===== config.mk =====
export PLATFORM = sky130hd
export DESIGN_NAME = page_erase_seq
export DESIGN_NICKNAME = d
export VERILOG_FILES = /design/src/rtl/pes_pkg.sv /design/src/rtl/pes_ctrl.sv /design/src/rtl/pes_datapath.sv /design/src/rtl/page_erase_seq.sv
export SDC_FILE = /design/constraint.sdc
export NUM_CORES = 1
export LEC_CHECK = 0
export ABC_AREA = 1
export CORE_AREA = 4 4 78 80
export CTS_CLUSTER_SIZE = 40
export DETAILED_ROUTE_END_ITERATION = 7
export DIE_AREA = 0 0 82 84
export GPL_ROUTABILITY_DRIVEN = 0
export PLACE_DENSITY_LB_ADDON = 0.08
export REMOVE_ABC_BUFFERS = 1
export SYNTH_ARGS = -nofsm -noshare
export SYNTH_HDL_FRONTEND = slang
export SYNTH_SLANG_ARGS = --single-unit

===== constraint.sdc =====
create_clock -name clk -period 1.6 [get_ports clk]
set_input_delay 0.24 -clock clk [delete_from_list [all_inputs] [get_ports clk]]
set_output_delay 0.24 -clock clk [all_outputs]
set_load 0.02 [all_outputs]

===== src/rtl/pes_pkg.sv =====
package pes_pkg;

  typedef struct packed {
    logic latchPage;
    logic clrErase;
    logic setErr;
  } pesStrobe_t;

  typedef enum logic [2:0] {
    ST_IDLE,
    ST_SETUP,
    ST_ERASE,
    ST_HOLD,
    ST_RECOV
  } pesState_t;

  // Cycles for a wait of 'us' microseconds at 'mhz', divided by 'div', rounded up, at least 1.
  function automatic int unsigned usToCycles(int unsigned mhz, int unsigned us, int unsigned div);
    int unsigned t;
    t = (mhz * us + div - 1) / div;
    return (t == 0) ? 1 : t;
  endfunction

endpackage


===== src/rtl/pes_ctrl.sv =====
module pes_ctrl
  import pes_pkg::*;
#(
  parameter int unsigned CLK_MHZ  = 125,
  parameter int unsigned TIME_DIV = 1,
  parameter int unsigned SETUP_US = 10,
  parameter int unsigned ERASE_US = 1000,
  parameter int unsigned LONG_US  = 4000,
  parameter int unsigned HOLD_US  = 5,
  parameter int unsigned REC_US   = 1
) (
  input  logic       clk,
  input  logic       rstN,
  input  logic       startReq,
  input  logic       pageLocked,
  input  logic       longMode,
  output pesStrobe_t strobe,
  output logic       busyOut,
  output logic       hvenOut
);

  localparam int unsigned T_SETUP = usToCycles(CLK_MHZ, SETUP_US, TIME_DIV);
  localparam int unsigned T_ERASE = usToCycles(CLK_MHZ, ERASE_US, TIME_DIV);
  localparam int unsigned T_LONG  = usToCycles(CLK_MHZ, LONG_US, TIME_DIV);
  localparam int unsigned T_HOLD  = usToCycles(CLK_MHZ, HOLD_US, TIME_DIV);
  localparam int unsigned T_REC   = usToCycles(CLK_MHZ, REC_US, TIME_DIV);
  localparam int unsigned T_MAX   = (T_LONG > T_ERASE) ? T_LONG : T_ERASE;
  localparam int          CNT_W   = $clog2(T_MAX + 1);

  localparam logic [CNT_W-1:0] LD_SETUP = CNT_W'(T_SETUP - 1);
  localparam logic [CNT_W-1:0] LD_ERASE = CNT_W'(T_ERASE - 1);
  localparam logic [CNT_W-1:0] LD_LONG  = CNT_W'(T_LONG - 1);
  localparam logic [CNT_W-1:0] LD_HOLD  = CNT_W'(T_HOLD - 1);
  localparam logic [CNT_W-1:0] LD_REC   = CNT_W'(T_REC - 1);

  pesState_t        state, nState;
  logic [CNT_W-1:0] cnt, nCnt;
  logic             cntDone;

  assign cntDone = (cnt == '0);

  always_comb begin
    strobe = '0;
    nState = state;
    nCnt   = cntDone ? cnt : cnt - 1'b1;
    unique case (state)
      ST_IDLE: begin
        if (startReq) begin
          strobe.latchPage = 1'b1;
          nState           = ST_SETUP;
          nCnt             = LD_SETUP;
        end
      end
      ST_SETUP: begin
        if (cntDone) begin
          if (pageLocked) begin
            strobe.clrErase = 1'b1;
            strobe.setErr   = 1'b1;
            nState          = ST_IDLE;
          end else begin
            nState = ST_ERASE;
            nCnt   = longMode ? LD_LONG : LD_ERASE;
          end
        end
      end
      ST_ERASE: begin
        if (cntDone) begin
          strobe.clrErase = 1'b1;
          nState          = ST_HOLD;
          nCnt            = LD_HOLD;
        end
      end
      ST_HOLD: begin
        if (cntDone) begin
          nState = ST_RECOV;
          nCnt   = LD_REC;
        end
      end
      ST_RECOV: begin
        if (cntDone) nState = ST_IDLE;
      end
      default: nState = ST_IDLE;
    endcase
  end

  always_ff @(posedge clk or negedge rstN) begin
    if (!rstN) begin
      state <= ST_IDLE;
      cnt   <= '0;
    end else begin
      state <= nState;
      cnt   <= nCnt;
    end
  end

  assign busyOut = (state != ST_IDLE);
  assign hvenOut = (state == ST_ERASE) || (state == ST_HOLD);


  locked_no_hv_chk: assert property (@(posedge clk) disable iff (!rstN)
    (state == ST_SETUP && cntDone && pageLocked) |=> !hvenOut && !busyOut);


  idle_start_chk: assert property (@(posedge clk) disable iff (!rstN)
    (!busyOut && startReq) |=> busyOut && !hvenOut);

endmodule


===== src/rtl/pes_datapath.sv =====
module pes_datapath
  import pes_pkg::*;
#(
  parameter int ADDR_W     = 16,
  parameter int PAGE_BYTES = 64
) (
  input  logic              clk,
  input  logic              rstN,
  input  pesStrobe_t        strobe,
  input  logic              busyIn,
  input  logic              hvenIn,
  input  logic              regWrEn,
  input  logic [2:0]        regWrData,
  input  logic              memWrEn,
  input  logic [ADDR_W-1:0] memAddr,
  output logic              startReq,
  output logic              eraseSel,
  output logic [3:0]        regRdData,
  output logic [ADDR_W-1:0] pageBase,
  output logic              errFlag,
  output logic              vecPage
);

  localparam int               PAGE_BITS = $clog2(PAGE_BYTES);
  localparam logic [ADDR_W-1:0] PAGE_MASK = ADDR_W'(PAGE_BYTES - 1);

  logic pgmSel, massSel, regAccept;

  assign regAccept = regWrEn && !busyIn && !(regWrData[0] && regWrData[1]);
  assign startReq  = memWrEn && !busyIn && eraseSel && !pgmSel && !massSel;

  always_ff @(posedge clk or negedge rstN) begin
    if (!rstN) begin
      eraseSel <= 1'b0;
      pgmSel   <= 1'b0;
      massSel  <= 1'b0;
    end else if (regAccept) begin
      eraseSel <= regWrData[0];
      pgmSel   <= regWrData[1];
      massSel  <= regWrData[2];
    end else if (strobe.clrErase) begin
      eraseSel <= 1'b0;
    end
  end

  always_ff @(posedge clk or negedge rstN) begin
    if (!rstN) begin
      errFlag <= 1'b0;
    end else if (strobe.setErr) begin
      errFlag <= 1'b1;
    end else if (regAccept || strobe.latchPage) begin
      errFlag <= 1'b0;
    end
  end

  always_ff @(posedge clk or negedge rstN) begin
    if (!rstN) pageBase <= '0;
    else if (strobe.latchPage) pageBase <= memAddr & ~PAGE_MASK;
  end

  assign vecPage   = &pageBase[ADDR_W-1:PAGE_BITS];
  assign regRdData = {hvenIn, massSel, pgmSel, eraseSel};


  interlock_chk: assert property (@(posedge clk) disable iff (!rstN)
    !(eraseSel && pgmSel));


  latch_sel_chk: assert property (@(posedge clk) disable iff (!rstN)
    strobe.latchPage |-> (eraseSel && !pgmSel && !massSel));

endmodule


===== src/rtl/page_erase_seq.sv =====
module page_erase_seq
  import pes_pkg::*;
#(
  parameter int          ADDR_W     = 16,
  parameter int          PAGE_BYTES = 64,
  parameter int unsigned CLK_MHZ    = 125,
  parameter int unsigned TIME_DIV   = 1
) (
  input  logic              clk,
  input  logic              rstN,
  input  logic              regWrEn,
  input  logic [2:0]        regWrData,
  output logic [3:0]        regRdData,
  input  logic              memWrEn,
  input  logic [ADDR_W-1:0] memAddr,
  input  logic              memRdReq,
  output logic              memRdGrant,
  input  logic              longMode,
  input  logic              pageLocked,
  output logic              eraseOut,
  output logic              hvenOut,
  output logic              trimClr,
  output logic              busy,
  output logic              errFlag,
  output logic [ADDR_W-1:0] pageBase
);

  pesStrobe_t strobe;
  logic       startReq, vecPage;

  pes_ctrl #(
    .CLK_MHZ (CLK_MHZ),
    .TIME_DIV(TIME_DIV)
  ) u_ctrl (
    .clk       (clk),
    .rstN      (rstN),
    .startReq  (startReq),
    .pageLocked(pageLocked),
    .longMode  (longMode),
    .strobe    (strobe),
    .busyOut   (busy),
    .hvenOut   (hvenOut)
  );

  pes_datapath #(
    .ADDR_W    (ADDR_W),
    .PAGE_BYTES(PAGE_BYTES)
  ) u_dp (
    .clk      (clk),
    .rstN     (rstN),
    .strobe   (strobe),
    .busyIn   (busy),
    .hvenIn   (hvenOut),
    .regWrEn  (regWrEn),
    .regWrData(regWrData),
    .memWrEn  (memWrEn),
    .memAddr  (memAddr),
    .startReq (startReq),
    .eraseSel (eraseOut),
    .regRdData(regRdData),
    .pageBase (pageBase),
    .errFlag  (errFlag),
    .vecPage  (vecPage)
  );

  assign trimClr    = hvenOut && eraseOut && vecPage;
  assign memRdGrant = memRdReq && !busy;


  hv_after_erase_chk: assert property (@(posedge clk) disable iff (!rstN)
    $rose(hvenOut) |-> eraseOut);


  erase_before_hv_off_chk: assert property (@(posedge clk) disable iff (!rstN)
    $fell(hvenOut) |-> !eraseOut);


  hold_keeps_hv_chk: assert property (@(posedge clk) disable iff (!rstN)
    ($fell(eraseOut) && busy) |-> hvenOut);


  abort_state_chk: assert property (@(posedge clk) disable iff (!rstN)
    $rose(errFlag) |-> (!busy && !eraseOut && !hvenOut));

endmodule


# == Yosys cells after proc, flatten, opt, wreduce, memory -nomap -nowiden ==
# Cells that the tools add are included.
# classes
n_reduce_logical,23
muxes,26
shift,0
n_addsub,1
order_cmp,0
multipliers,0
n_eq_ne,9
bitwise_logic,0
n_div,0
# op_table
operator,count
$mux W19,7
$pmux W19 S4,1
$logic_not A19 Y1,1
$sub A19 B1 Y19 const B,1
$mux W3,5
$pmux W3 S5,1
$logic_and A1 B1 Y1,10
$reduce_and A10 Y1,1
$mux W1,8
$ne A2 B1 Y1 const B,4
$eq A3 B2 Y1 const B,2
$mux W2,3
$reduce_and A5 Y1,1
$logic_not A1 Y1,4
$reduce_bool A2 Y1,2
$eq A3 B1 Y1 const B,1
$eq A3 B3 Y1 const B,1
$logic_not A3 Y1,1
$reduce_bool A3 Y1,1
$logic_or A1 B1 Y1,2
$ne A2 B2 Y1 const B,1
$pmux W1 S2,1
# totals
regBits,36
output_inout_bits,26
in_bits,26
word_cells,66
ramBits,0
memories,0
rom_bits,0
latch_bits,0

# == Depth between registers and ports, before layout ==
# Gate-level depths: netlist (run 1).
# depth
word_depth,11
mapped_depth,11
mapped_depth_nobuf,11

# == Hierarchy ==
# Synthesis (run 1) repeated with hierarchy kept, for this count alone.
# unflattened
hier_cells,337
area_unflattened_um2,2411.1
# modules_own_cells
mod,seq_area_each_um2,n_inst,cells_each,area_per_inst_um2
pes_ctrl,550.5,1,244,1640.3
pes_datapath,350.3,1,88,749.5
page_erase_seq,0.0,1,5,21.3

# == Worst setup path after synthesis (run 1) ==
# No wires, ideal clock.
# synth_timing
path_type,reg-to-reg
start,register u_ctrl.cnt[0]
end,register u_ctrl.cnt[0]
path_slack_ps,-145
required_ps,1530
t_arrival_ps,1674
path_stages_with_launch,9
setup_time_ps,70
period_less_slack_ps,1745
path_buffers,0
path_cell_list,dfrtp_1 -> inv_1 -> ha_1 -> nand3_2 -> nor2_4 -> nand3_4 -> ha_1 -> or2_2 -> nand4_1
# synth_between
elab_chain_len,5
elab_cells_between_ends,9
classes_between,add/sub: 1; mux: 7; reduce/logical: 1
# synth_rtl
item,line,text
start: declaration,pes_ctrl.sv:37,"logic [CNT_W-1:0] cnt, nCnt;"
start signal: assignment,pes_ctrl.sv:92,cnt <= nCnt;
$sub A19 B1 Y19 / $logic_not A19 Y1 (equally long branches),"pes_ctrl.sv:45, pes_ctrl.sv:40",
$mux W19,pes_ctrl.sv:45,nCnt = cntDone ? cnt : cnt - 1'b1;
$mux W19,pes_ctrl.sv:56,if (pageLocked) begin
$mux W19,pes_ctrl.sv:55,if (cntDone) begin
$pmux W19 S4 *,pes_ctrl.sv:46,unique case (state)
via u_ctrl.nCnt[0],pes_ctrl.sv:37,
# The timed path passes the listed nets; every way through them passes the cells marked *.
# A chain may end at the register's enable or synchronous reset.

# == Worst setup path in the final report (run 1) ==
# layout_timing
start,register u_ctrl.cnt[14]
end,register u_ctrl.cnt[2]
# layout_between
elab_chain_len,5
elab_cells_between_ends,8
classes_between,mux: 7; reduce/logical: 1
# layout_rtl
item,line,text
$logic_not A19 Y1 *,pes_ctrl.sv:40,assign cntDone = (cnt == '0);
$mux W19,pes_ctrl.sv:45,
$mux W19,pes_ctrl.sv:56,
$mux W19,pes_ctrl.sv:55,
$pmux W19 S4 *,pes_ctrl.sv:46,
via u_ctrl.nCnt[2],pes_ctrl.sv:37,
# Marked as above.

==> results by group, run 1 <==
Run status
  – Outcome: finished with violations
  – Failing checks: negative setup slack

GRT
  – Grt ovf: 0
  – Pin count of the biggest net entering global routing: 37
  – Initial antenna violation count: 0
  – Vias in the first global route: 2,459
  – First-pass GRT wire length: 11,180 µm
  – All-Layer GR Usage: 0.2086

Job
  – # Max-Cap Violations: 0

Timing
  – Setup TNS: -0.2166 ns
  – Final setup violation count: 8
  – F_max: 608.9 MHz
  – Setup ws final: -0.04230 ns
  – Clk_skew: 0.01174 ns
  – RSZ-0062 raised after global routing: yes
  – Max Slew Vio Count: 0
  – Final hold violations: 0
  – Final Critical Period: 1.642 ns
  – Final worst path period share: 1.026
  – Min Hold Slack: 0.4820 ns

Routing
  – Routed via count: between 2,000 and 3,000
  – Vias/cell: slightly below 5
  – Drt wl/cell: between 10 and 15 µm
  – Number of DRC markers in iteration 0: ~140
  – Residual DRC: 0
  – Drt total wl: about 7000 µm
  – Detail Route Antenna Nets: 0
  – Detailed-router iteration count before antenna repair: 4

Finish
  – Post-Layout Inst Area: 3791 µm²
  – Final Util: 0.7014
  – Register area: 900.9 µm²
  – Final cell count without fillers: 506
  – Multi-input gate area: 1567 µm²
  – Fill cells: between 400 and 500
  – NumNets Final: 462
  – Synthesis-to-layout area growth: 57.98%
  – Layout cell share with drive strength beyond 1: 0.3986
  – Number of diodes: 0

Clocking
  – Clock-pin slew on the worst setup and hold paths: 0.09 ns
  – H-tree depth: 2
  – Cts bufs inserted: 5
  – CTS Root Cell: clkbuf_8
  – CTS Sinks: 36
  – Worst skew pair latency: approximately 0.30 ns
  – CTS tree: done
  – Clk buf depth: 2

Logic synthesis
  – Ys async rst share: 1.000
  – Synthesized flop and latch total: 36
  – Synth Area in XOR/XNOR: 0.02190
  – Gate Count Post-Synth: 321
  – Ys flop type: dfrtp_1
  – Yosys cell types: 40
  – Syn Area/Cell: between 7 and 8 µm²
  – Post-synthesis mux area share: 0
  – Syn. warnings: 0
  – Synth Cell Area: 2400 µm²
  – Sequential area share after synthesis: 0.3754
  – Simple logic cell fraction of the synthesized area: 0.4108
  – EDFF count, synth: 0
  – Synth Area in Compound Gates: 0.07456
  – Main combinational cell family by area after synthesis: simple AND/OR/NAND/NOR gates
  – Adder-cell share of the synthesized area: 0.01564

Power
  – Leak pwr: 1.863 nW
  – Power Total: a little under 6 mW
  – Power per cell area: 1575 nW/µm²
  – Worst vdd ir: 0.0009801 V

Die
  – Initial Util: 0.4440
  – Die ar.: just under 7000 µm²
  – Site Rows: 27
  – IO Count: 52
  – Die W: around 82 µm
  – Die H: 84 µm
  – Core Area: 5405 µm²

Setup path
  – Worst stage delay on the critical path: 0.41 ns
  – Max stage delay cell, worst path: dfrtp_1
  – Worst Path Arrival: 1.86 ns
  – Critical path startpoint category: register
  – Top delay family on crit path: simple AND/OR/NAND/NOR gates
  – Worst Path Buf+Inv: 3
  – Critical path type: reg -> reg
  – Critical-path maximum fanout: 5
  – WP data required: 1.82 ns
  – CP endpoint kind: register
  – CP cell instances: nor2_2, buf_4, nand2_4, nor2_4, buf_6, buf_6, nand3_4, nor2_4, nor2_1, a21oi_1

Placement
  – Post-Place Worst Slack: -0.1289 ns
  – Port-buffer cells: 39
  – HPWL reported at the end of detailed placement: 5083 µm
  – Dpl cells: 486
  – Placed cell area: 3278 µm²

Min path
  – Worst hold path type: in -> reg
[cells in the final DEF (no fill, tap or decap), drive strengths merged, types with 7 or more instances in the layout]
master	count
nand3	34
o21ai	12
clkbuf	7
inv	37
dfrtp	36
nand2	90
buf	77
a21oi	10
nand4	11
nor2	47
clkdlybuf4s50	25
[cells in the mapped netlist, drive strengths merged (4+ instances only)]
cell | count | share of area
dfrtp | 36 | 0.38
o21ai | 12 | 0.027
xor2 | 4 | 0.015
inv | 36 | 0.056
buf | 14 | 0.042
nand4 | 11 | 0.029
nand2 | 90 | 0.15
nand3 | 33 | 0.081
nor2 | 47 | 0.11
nor3 | 6 | 0.017
a21oi | 10 | 0.021
[final timing paths]
path / start / endpoint / slack, ns / depth (start not counted)
max in group asynchronous: rstN / u_dp.pageBase[9]$_DFFE_PN0P_ / 0.75 / 3
max: u_ctrl.cnt[14]$_DFF_PN0_ / u_ctrl.cnt[2]$_DFF_PN0_ / -0.04 / 10
max reg2reg: u_ctrl.cnt[14]$_DFF_PN0_ / u_ctrl.cnt[2]$_DFF_PN0_ / -0.04 / 10
min reg2reg: u_dp.pageBase[13]$_DFFE_PN0P_ / u_dp.pageBase[13]$_DFFE_PN0P_ / 0.51 / 2
min in group asynchronous: rstN / u_ctrl.cnt[11]$_DFF_PN0_ / 0.51 / 3
min: memAddr[12] / u_dp.pageBase[12]$_DFFE_PN0P_ / 0.48 / 3
[metal layers]
layer	part of all wire	vias to the layer above	GRT usage
li1	-	1252	-
met1	0.44	1175	0.2685
met2	0.49	77	0.3468
met3	0.051	12	0.04212
met4	0.022	0	0.06042
met5	0	-	0
[kinds of logic after synthesis]
kind of cell               Yosys count
xor gates and xnor gates             6
DFF                                 36
other                                1
AOI/OAI and AO/OA                   30
and+or+nand+nor                    194
adders and majority gates            3
buffers and inverters               51
[tightest hold or removal path, stage by stage]
cell,delay [ns]
clkdlybuf4s50_1,0.40
nand2_1,0.06
nand2_1,0.05
[repair_timing]
action | 4_1_cts | 5_1_grt
hold endpoints to repair | 9 | 0
hold buffers | 1 | 0
pin swaps | 13 | 17
buffers inserted | 5 | 5
gates cloned | 1 | 0
setup endpoints to repair | 25 | 30
gates resized for setup | 52 | 55
[sequential cells by signal, summed over array words and instances (netlist names)]
| name | flops |
|---|---|
| u_dp.pgmSel | 1 |
| u_ctrl.state | 3 |
| u_dp.errFlag | 1 |
| u_ctrl.cnt | 19 |
| u_dp.massSel | 1 |
| u_dp.eraseSel | 1 |
| u_dp.pageBase | 10 |
[area by class of cell]
class                           count  share of cell area
Clock inverter                      3             0.01122
Inverter                           37             0.03861
Multi-Input combinational cell    240              0.4132
Timing Repair Buffer              113              0.2574
Sequential cell                    36              0.2376
Tap cell                           72             0.02376
Clock buffer                        5             0.01815
[power by group]
part	switching, mW	total [mW]	internal (mW)
Combinational	1.97	3.63	1.66
Sequential	0.267	1.52	1.25
Clock	0.360	0.822	0.462
Total	2.60	5.97	3.37
Power figures use the tool's default switching activity.
==> inputs of run 2 (changes only) <==
--- a/config.mk
+++ b/config.mk
@@ -13,6 +13,7 @@
 export GPL_ROUTABILITY_DRIVEN = 0
 export PLACE_DENSITY_LB_ADDON = 0.08
 export REMOVE_ABC_BUFFERS = 1
+export SLEW_MARGIN = 20
 export SYNTH_ARGS = -nofsm -noshare
 export SYNTH_HDL_FRONTEND = slang
 export SYNTH_SLANG_ARGS = --single-unit
==> results of run 2 <==
Final layout, timing and power as in run 1 (identical DEF).
==> inputs of run 3 (changes only) <==
--- a/config.mk
+++ b/config.mk
@@ -11,7 +11,7 @@
 export DETAILED_ROUTE_END_ITERATION = 7
 export DIE_AREA = 0 0 82 84
 export GPL_ROUTABILITY_DRIVEN = 0
-export PLACE_DENSITY_LB_ADDON = 0.08
+export PLACE_DENSITY = 0.76
 export REMOVE_ABC_BUFFERS = 1
 export SLEW_MARGIN = 20
 export SYNTH_ARGS = -nofsm -noshare
==> results by group, run 3 (synthesis gave the netlist of run 1 again) <==
Run status
  – Outcome: finished with violations (unchanged)
  – Failing checks: negative setup slack (unchanged)

Finish
  – Biggest register: u_ctrl.cnt (unchanged)
  – Synthesis-to-layout area growth: 56.73% (was 57.98%)
  – Register area: 900.9 µm² (unchanged)
  – Final Util: 0.6958 (was 0.7014)
  – Multi-input gate area: 1608 µm² (was 1567 µm²)
  – Most frequent cells in the layout: nand2_1, buf_4, dfrtp_1 (unchanged)
  – NumNets Final: 454 (was 462)
  – Number of diodes: 0 (unchanged)
  – Fill cells: 410 (was 450)
  – Max reg flops: 19 (unchanged)
  – Most common cell after layout, fill and taps aside: nand2_1 (unchanged)
  – Layout cell share with drive strength beyond 1: 0.3953 (was 0.3986)
  – Biggest regs: u_ctrl.cnt (19), u_dp.pageBase (10), u_ctrl.state (3) (unchanged)

Routing
  – Detail Route Antenna Nets: 0 (unchanged)
  – Drt total wl: 7915 µm (was 7015 µm)
  – Vias/cell: 5.243 (was 4.972)
  – Residual DRC: 0 (unchanged)
  – Detailed-router iteration count before antenna repair: 6 (was 4)
  – Number of DRC markers in iteration 0: 239 (was 136)
  – Routed via count: 2,606 (was 2,516)
  – Drt wl/cell: 15.93 µm (was 13.86 µm)

Setup path
  – R2r endpoint: u_ctrl.cnt[15]$_DFF_PN0_ (was u_ctrl.cnt[2]$_DFF_PN0_)
  – RR Startpoint: u_ctrl.cnt[0]$_DFF_PN0_ (was u_ctrl.cnt[14]$_DFF_PN0_)
  – Critical-path maximum fanout: 5 (unchanged)
  – Critical path type: reg -> reg (unchanged)
  – WP data required: 1.80 ns (was 1.82 ns)
  – CP endpoint kind: register (unchanged)
  – R2r setup slk: -0.16 ns (was -0.04 ns)
  – Worst Path Arrival: 1.96 ns (was 1.86 ns)
  – Reg2Reg Depth: 10 (unchanged)
  – Critical path startpoint category: register (unchanged)

Timing
  – Final hold violations: 0 (unchanged)
  – Final Critical Period: 1.759 ns (was 1.642 ns)
  – Setup TNS: -0.8296 ns (was -0.2166 ns)
  – Max Slew Vio Count: 0 (unchanged)
  – F_max: 568.4 MHz (was 608.9 MHz)
  – Final setup violation count: 15 (was 8)
  – Setup ws final: -0.1593 ns (was -0.04230 ns)
  – Final worst path period share: 1.100 (was 1.026)
  – RSZ-0062 raised after global routing: yes (unchanged)
  – Clk_skew: 0.005783 ns (was 0.01174 ns)

Clocking
  – Worst skew pair latency: 0.29 ns (was 0.30 ns)
  – Clock-pin slew on the worst setup and hold paths: 0.07 ns (was 0.09 ns)
  – Clk buf depth: 2 (unchanged)
  – Cts bufs inserted: 5 (unchanged)
  – CTS Sinks: 36 (unchanged)
  – CTS Root Cell: clkbuf_8 (unchanged)
  – CTS tree: done (unchanged)
  – H-tree depth: 2 (unchanged)

GRT
  – Pin count of the biggest net entering global routing: 23 (was 37)
  – Vias in the first global route: 2,647 (was 2,459)
  – Grt ovf: 0 (unchanged)
  – Initial antenna violation count: 0 (unchanged)
  – All-Layer GR Usage: 0.2295 (was 0.2086)
  – First-pass GRT wire length: 12,310 µm (was 11,180 µm)

Die
  – Core Area: 5405 µm² (unchanged)
  – Die ar.: 6888 µm² (unchanged)
  – IO Count: 52 (unchanged)
  – Die H: 84 µm (unchanged)
  – Initial Util: 0.4440 (unchanged)
  – Die W: 82 µm (unchanged)
  – Site Rows: 27 (unchanged)

Job
  – # Max-Cap Violations: 0 (unchanged)

Power
  – Sw frac: 0.4534 (was 0.4356)
  – Leak pwr: 1.837 nW (was 1.863 nW)
  – Power per cell area: 1598 nW/µm² (was 1575 nW/µm²)
  – Clock power share: 0.117 (was 0.138)
  – Sequential Power Share: 0.254 (about the same)
  – Combinational Power Share: 0.629 (was 0.608)
  – Worst vdd ir: 0.001068 V (was 0.0009801 V)
  – Internal: 3.285 mW (was 3.369 mW)
  – Psw: 2.725 mW (was 2.600 mW)

Placement
  – HPWL reported at the end of detailed placement: 5384 µm (was 5083 µm)
  – Port-buffer cells: 39 (unchanged)
  – Post-Place Worst Slack: -0.1863 ns (was -0.1289 ns)

Min path
  – Worst hold path type: in -> async (was in -> reg)
-- run 3: timing repair --
action                     4_1_cts  5_1_grt
hold buffers                     1        0
gates cloned                     1        0
pin swaps                       22       20
setup buffers                    4        4
hold endpoints to repair        15        0
setup endpoints to repair       31       28
gates resized for setup         53       56
-- run 3: power by group through the flow --
stage | combinational (mW) | sequential, mW | clock (mW)
2_1_floorplan | 1.45 | 1.71 | 0
3_3_place_gp | 3.01 | 1.49 | 0
3_5_place_dp | 3.10 | 1.50 | 0
4_1_cts | 3.35 | 1.51 | 0.717
5_1_grt | 4.07 | 1.56 | 0.747
6_report | 3.78 | 1.53 | 0.704
-- run 3: layer usage --
metal,up-vias,GRT usage,share of wire
met1,1203,0.2855,0.39
met2,135,0.3799,0.49
met5,-,0,0
li1,1232,-,-
met3,36,0.05076,0.084
met4,0,0.08761,0.037
-- run 3: through the flow --
stage	cells	hold WS [ns]	instance area, µm²	total power [mW]
2_1_floorplan	312	-0.05559	2317	3.167
3_3_place_gp	480	0.2065	3246	4.498
3_5_place_dp	480	0.2127	3246	4.603
4_1_cts	493	0.4409	3527	5.577
5_1_grt	497	0.4585	3761	6.378
6_report	497	0.4259	3761	6.011
-- run 3: cell type report --
cell class	instances	share of cell area
Tap cell	72	0.02395
Sequential cell	36	0.2395
Clock buffer	7	0.02562
Timing Repair Buffer	105	0.2445
Inverter	37	0.03892
Multi-Input combinational cell	240	0.4275
-- run 3: worst max-delay path, stage by stage, from the launching register on --
cell	delay, ns
dfrtp_1	0.37
inv_2	0.10
ha_4	0.18
buf_4	0.11
nand3_2	0.09
nor2_4	0.14
buf_6	0.12
nand3_4	0.12
nor2_4	0.17
a21oi_1	0.08
a21oi_1	0.18
-- run 3: how the worst max path moves through the flow --
stage,from,end,cells after the start
after floorplan,u_ctrl.cnt[0]$_DFF_PN0_,u_ctrl.cnt[0]$_DFF_PN0_,8
after global placement,u_ctrl.cnt[0]$_DFF_PN0_,u_ctrl.cnt[0]$_DFF_PN0_,8
after detailed placement,u_ctrl.cnt[1]$_DFF_PN0_,u_ctrl.cnt[8]$_DFF_PN0_,9
after CTS,u_ctrl.cnt[1]$_DFF_PN0_,u_ctrl.cnt[8]$_DFF_PN0_,9
after global routing,u_ctrl.cnt[0]$_DFF_PN0_,u_ctrl.cnt[6]$_DFF_PN0_,12
final,u_ctrl.cnt[0]$_DFF_PN0_,u_ctrl.cnt[15]$_DFF_PN0_,10
